## src/rtl/isr_pkg.sv

```systemverilog
package isr_pkg;

    localparam int EVT_W  = 8;
    localparam int REG_AW = 12;
    localparam int REG_DW = 32;

    // status / mask bit positions
    typedef enum int unsigned {
        EV_RX_REQ   = 0,
        EV_TX_REQ   = 1,
        EV_ARB_LOST = 2,
        EV_NO_ACK   = 3,
        EV_RX_UNDER = 4,
        EV_TX_OVER  = 5,
        EV_ALL_DONE = 6,
        EV_PKT_DONE = 7
    } evt_bit_e;

    // logical register offsets (before relocation)
    localparam int unsigned LOG_MASK_OFF = 'h064;
    localparam int unsigned LOG_STAT_OFF = 'h068;
    // done flag offset of the alternate layout, never relocated
    localparam int unsigned DONE_OFF     = 'h00C;
    localparam int          DONE_POS     = 30;

    // relocation rule of the alternate layout
    localparam int unsigned SPLIT_OFF    = 'h050;
    localparam int unsigned MOVE_HI      = 'h010;
    localparam int unsigned MOVE_LO      = 'h040;

    typedef struct packed {
        logic mask;
        logic stat;
        logic done;
    } reg_hit_t;

endpackage

```

## src/rtl/isr_sticky_bank.sv

```systemverilog
module isr_sticky_bank #(
    parameter int W = 8
) (
    input  logic         clk,
    input  logic         rst,
    input  logic [W-1:0] set_i,
    input  logic [W-1:0] clr_i,
    output logic [W-1:0] q_o
);

    for (genvar i = 0; i < W; i++) begin : g_bit
        logic q;
        // a set in the same cycle as a clear wins
        always_ff @(posedge clk) begin
            if (rst)
                q <= 1'b0;
            else if (set_i[i])
                q <= 1'b1;
            else if (clr_i[i])
                q <= 1'b0;
        end
        assign q_o[i] = q;
    end

endmodule

```

## src/rtl/isr_addr_map.sv

```systemverilog
module isr_addr_map
    import isr_pkg::*;
#(
    parameter int AW = 12
) (
    input  logic          alt_i,
    input  logic [AW-1:0] addr_i,
    input  logic [AW-1:0] xlat_in_i,
    output reg_hit_t      hit_o,
    output logic [AW-1:0] xlat_out_o
);

    localparam logic [AW-1:0] SPLIT  = AW'(SPLIT_OFF);
    localparam logic [AW-1:0] UP_HI  = AW'(MOVE_HI);
    localparam logic [AW-1:0] UP_LO  = AW'(MOVE_LO);
    localparam logic [AW-1:0] L_MASK = AW'(LOG_MASK_OFF);
    localparam logic [AW-1:0] L_STAT = AW'(LOG_STAT_OFF);
    localparam logic [AW-1:0] L_DONE = AW'(DONE_OFF);

    function automatic logic [AW-1:0] move(input logic [AW-1:0] off, input logic alt);
        if (!alt)
            return off;
        return (off >= SPLIT) ? off + UP_HI : off + UP_LO;
    endfunction

    logic [AW-1:0] mask_at;
    logic [AW-1:0] stat_at;

    always_comb begin
        mask_at    = move(L_MASK, alt_i);
        stat_at    = move(L_STAT, alt_i);
        hit_o.mask = (addr_i == mask_at);
        hit_o.stat = (addr_i == stat_at);
        hit_o.done = alt_i && (addr_i == L_DONE);
        xlat_out_o = move(xlat_in_i, alt_i);
    end

endmodule

```

## src/rtl/isr_irq_gen.sv

```systemverilog
module isr_irq_gen #(
    parameter int W = 8
) (
    input  logic         clk,
    input  logic         rst,
    input  logic [W-1:0] status_i,
    input  logic [W-1:0] mask_i,
    input  logic         side_i,
    output logic         irq_o
);

    logic irq_q;

    always_ff @(posedge clk) begin
        if (rst)
            irq_q <= 1'b0;
        else
            irq_q <= (|(status_i & mask_i)) | side_i;
    end

    assign irq_o = irq_q;

endmodule

```

## src/rtl/isr_unit.sv

```systemverilog
module isr_unit
    import isr_pkg::*;
#(
    parameter int AW = REG_AW,
    parameter int DW = REG_DW,
    parameter int EW = EVT_W
) (
    input  logic          clk,
    input  logic          rst,
    input  logic          alt_map_i,
    input  logic [EW-1:0] evt_i,
    input  logic          done_evt_i,
    input  logic          wr_en_i,
    input  logic [AW-1:0] addr_i,
    input  logic [DW-1:0] wdata_i,
    output logic [DW-1:0] rdata_o,
    output logic          irq_o,
    input  logic [AW-1:0] xlat_in_i,
    output logic [AW-1:0] xlat_out_o
);

    reg_hit_t      hit;
    logic [EW-1:0] status_q;
    logic [EW-1:0] mask_q;
    logic          done_q;
    logic [EW-1:0] stat_clr;
    logic          done_set;
    logic          done_clr;

    isr_addr_map #(.AW(AW)) u_map (
        .alt_i      (alt_map_i),
        .addr_i     (addr_i),
        .xlat_in_i  (xlat_in_i),
        .hit_o      (hit),
        .xlat_out_o (xlat_out_o)
    );

    assign stat_clr = (wr_en_i && hit.stat) ? wdata_i[EW-1:0] : '0;

    isr_sticky_bank #(.W(EW)) u_status (
        .clk   (clk),
        .rst   (rst),
        .set_i (evt_i),
        .clr_i (stat_clr),
        .q_o   (status_q)
    );

    assign done_set = done_evt_i && alt_map_i;
    assign done_clr = wr_en_i && hit.done && wdata_i[DONE_POS];

    isr_sticky_bank #(.W(1)) u_done (
        .clk   (clk),
        .rst   (rst),
        .set_i (done_set),
        .clr_i (done_clr),
        .q_o   (done_q)
    );

    always_ff @(posedge clk) begin
        if (rst)
            mask_q <= '0;
        else if (wr_en_i && hit.mask)
            mask_q <= wdata_i[EW-1:0];
    end

    isr_irq_gen #(.W(EW)) u_irq (
        .clk      (clk),
        .rst      (rst),
        .status_i (status_q),
        .mask_i   (mask_q),
        .side_i   (done_q),
        .irq_o    (irq_o)
    );

    always_comb begin
        rdata_o = '0;
        if (hit.mask)
            rdata_o[EW-1:0] = mask_q;
        else if (hit.stat)
            rdata_o[EW-1:0] = status_q;
        else if (hit.done)
            rdata_o[DONE_POS] = done_q;
    end

endmodule

```

## config.mk

```make
export PLATFORM = sky130hd
export DESIGN_NAME = isr_unit
export DESIGN_NICKNAME = d
export VERILOG_FILES = /design/src/rtl/isr_pkg.sv /design/src/rtl/isr_sticky_bank.sv /design/src/rtl/isr_addr_map.sv /design/src/rtl/isr_irq_gen.sv /design/src/rtl/isr_unit.sv
export SDC_FILE = /design/constraint.sdc
export NUM_CORES = 1
export LEC_CHECK = 0
export BUFFER_PORTS_ARGS = -buffer_cell sky130_fd_sc_hd__buf_2
export CAP_MARGIN = 10
export CORE_MARGIN = 5
export CORE_UTILIZATION = 35
export DETAILED_ROUTE_END_ITERATION = 7
export GPL_ROUTABILITY_DRIVEN = 0
export PLACE_DENSITY = 0.66
export SYNTH_ARGS = -nofsm -noshare
export SYNTH_HDL_FRONTEND = slang
export SYNTH_HIERARCHICAL = 1
export SYNTH_SLANG_ARGS = --single-unit
```

## constraint.sdc

```tcl
create_clock -name clk -period 2.96 [get_ports clk]
set_input_delay 0.592 -clock clk [delete_from_list [all_inputs] [get_ports clk]]
set_output_delay 0.592 -clock clk [all_outputs]
set_load 0.02 [all_outputs]
```

==> results.md <==
- Run status: finished clean
- Hold Path End: u_status/g_bit[0].q$_SDFFE_PP0P_
- Multiplexer share of the synthesized area: 0.006701
- Vias in the first global route: between 1000 and 1500
- Clock Power Share: 0.327
- Hold buffers post-CTS: 0
- Int Power: 0.0004278 W
- Count leader, synth: buf_4
- Critical Path Sink Type: output pin
- FFs w/ async S/R, synth: 0
- # diodes: 0
- Commonest cells post-synth: buf_4 (36), dfxtp_1 (18), nand3_1 (15)
- Count of filler cells inserted in the layout: roughly 480
- Postcts setup bufs: 0
- Final worst slack: between 0.1 and 0.15 ns
- First-pass iteration count of the detailed router: 4
- Min-Delay Path Class: flip-flop to flip-flop
- WL met3: between 300 and 400 um
- Worst path most repeated cell: buf_2
- # IOs: 114
- H-tree depth: 1
- Global-route wire length before repair: approximately 5.9 mm
- Dpl cells: 305
- Main synth FF type: dfxtp_1
- Vias per inst: ~4.8
- Num CTS Buffers: 3
- Net switching power: between 0.00015 and 0.0002 W
- Max_cap viols: 0
- Detailed Place HPWL: approximately 3.0 mm
- Post-synthesis cell type count: 45
- Initial core utilization: 0.3581
- Synthesis-stage register bit count: 18
- Combinational power share: 0.251
- Syn Inst Count: approximately 200
- Seq pwr share: 0.422
- Sequential share of the synthesized area: 0.2144
- CTS tree: yes
- Post-Route WL: between 3 and 4 mm
- WS Path Type: primary input to output pin
- FF+latch area: between 300 and 400 um2
- Post-synthesis xor/xnor area fraction: 0.03127
- Critical Path AT: about 2.2 ns
- Fmax: 354.5 MHz
- Slew Limit Fails: 0
- Wire length per cell: between 10 and 15 um
- Metal1 wirelength: around 1.7 mm
- Reg2Reg Setup Slack: just under 2 ns
- Worst r2r src: u_status/g_bit[2].q$_SDFFE_PP0P_
- Hold-critical path depth: 2
- Pin count of the biggest net entering global routing: 26
- Post-route core utilization: 0.4107
- Sw Ratio: 0.3125
- Tmin final: 2.821 ns
- Main combinational cell family by area after synthesis: simple AND/OR/NAND/NOR gates
- Fin cells: about 310
- Cell area after synthesis: 0.001680 mm2
- Row count: 25
- Hold path startpoint: u_status/g_bit[0].q$_SDFFE_PP0P_
- # port buffers: 67
- Worst path max stage delay: about 0.53 ns
- Die Span Y: just under 80 um
- Clock skew: around 0.0038 ns
- R2R Path End: u_irq/irq_o$_SDFF_PP0_
- Layout cell share with drive strength beyond 1: 0.4000
- CTS Sinks: 18
- Synth top area share: 0.2144
- Top Metal Used: met4
- Die ar.: roughly 0.0063 mm2
- Clock Tree Buf Depth: 2
- Slowest CP cell: or4_4
- Synth Area in Adders: 0.03723
- Area of the core: about 0.0047 mm2
- Compound-gate portion of the synthesized area: 0.2219
- EDFF count, synth: 0
- PwrDens: about 320 mW/mm2
- Average instance area after synthesis: around 8.3 um2
- Clock-pin slew on the worst setup and hold paths: roughly 0.070 ns
- Actual slew at the worst max-slew pin: a little over 0.5 ns
- Clock latency on the worst-skew pair: ~0.26 ns
- Startpoint types: primary input
- Post-route ant nets: 0
- R2R depth: 2
- Endpoints failing setup: 0
- Initial antenna violation count: 0
- Root Buffer: clkbuf_8
- Count of final hold-check violations: 0
- Area leader, netlist: dfxtp_1
- Total track usage: 0.1135
- Area Growth Syn to Fin: 14.67%
- DR iter-0 viols: 60
- Fin crit share: 0.9530
- Area contributors post-synth: dfxtp_1 (21%), buf_4 (16%), nand2b_4 (6.6%)
- Via count of the routed design: between 1000 and 1500
- Slew headroom: 0.6537
- Met2 WL post-DR: approximately 1.7 mm
- Place WS: 0.1393 ns
- Synth Area in Simple Gates: 0.2554
- Grt total ovfl: 0
- DRC errors left: 0
- Critical path required time: about 2.4 ns
- Max VDD drop: 0.1346 mV
- Setup TNS: 0 ns
- Leak: 0.9230 nW
- Ys Warns: 6
- Worst Path Max Fanout: 3
- Multi-input logic area: roughly 0.001 mm2
- CP Cell Sequence: buf_2, or4_4, or3_4, o21ai_2, mux2_1, buf_2
- Post_cts resized: 0
- Unrepaired setup endpoints after global routing: false
- Fin nets: 330
- Die Wd: roughly 79 um
per-stage QoR:
step | total power [W] | hold WS (ns) | area [um2]
final | 0.0006222 | 0.5050 | 1927
after global routing | 0.0006584 | 0.5224 | 1927
after CTS | 0.0006315 | 0.5080 | 1927
after detailed placement | 0.0004236 | 0.4981 | 1872
after global placement | 0.0004226 | 0.4943 | 1872
after floorplan | 0.0004038 | 0.4692 | 1763
area by class of cell:
class / instances / share of cell area
repair buffers: 71 / 0.1961
multi-input cells: 150 / 0.5299
flip-flops and latches: 18 / 0.1870
clock buffers: 4 / 0.02857
well taps: 54 / 0.03506
inverters: 12 / 0.02338
critical path, delay by kind of cell:
kind / cells / cell delay (ns)
buf+inv: 2 / 0.27
simple gates: 2 / 0.89
compound gates: 1 / 0.16
mux: 1 / 0.33
state kept, by name, indices dropped and copies added, names as in the netlist:
register          count
u_status/g_bit.q      8
u_irq/irq_o           1
mask_q                8
u_done/q_o            1
placed cells by master (no fill, tap or decap), drive strengths merged, types with 4 or more instances in the layout:
master   n
a21bo    8
nand3   15
buf     71
nand2   11
dfxtp   18
o21ai    4
ha       5
a22o     6
nor3     4
nand2b   9
inv     12
conb    23
a21oi   20
and3     9
clkbuf   4
xnor2    4
nor2     7
worst max path at each step:
stage	from	to	slack, ns
after floorplan	alt_map_i	rdata_o[5]	0.20
after global placement	xlat_in_i[11]	xlat_out_o[5]	0.14
after detailed placement	xlat_in_i[11]	xlat_out_o[5]	0.14
after CTS	xlat_in_i[11]	xlat_out_o[5]	0.13
after global routing	xlat_in_i[7]	xlat_out_o[5]	0.06
final	xlat_in_i[11]	xlat_out_o[5]	0.14
power by group through the flow:
stage	Clock [W]	Combinational, W	Sequential (W)
floorplan	0	0.000138	0.000265
global placement	0	0.000154	0.000268
detailed placement	0	0.000155	0.000268
CTS	0.000213	0.000156	0.000263
global route	0.000222	0.000172	0.000264
finish	0.000204	0.000156	0.000263
kinds of logic (layout without fill, tap and decap cells):
kind of cell             after synthesis  count (layout)
buffers and inverters                 57              87
AND/OR/NAND/NOR                       67              67
flip-flops                            18              18
other                                  1              23
XOR/XNOR                               6               6
multiplexers                           1               1
adder cells (fa/ha/maj)                5               5
AO/OA/AOI/OAI                         48              48
per-layer routing:
| layer | track usage | vias to the layer above |
|---|---|---|
| met5 | 0 | - |
| met4 | 0.03780 | 0 |
| met3 | 0.02608 | 5 |
| met2 | 0.1860 | 69 |
| met1 | 0.1462 | 655 |
| li1 | - | 754 |
Note: power is estimated with default switching activity, not from simulation.
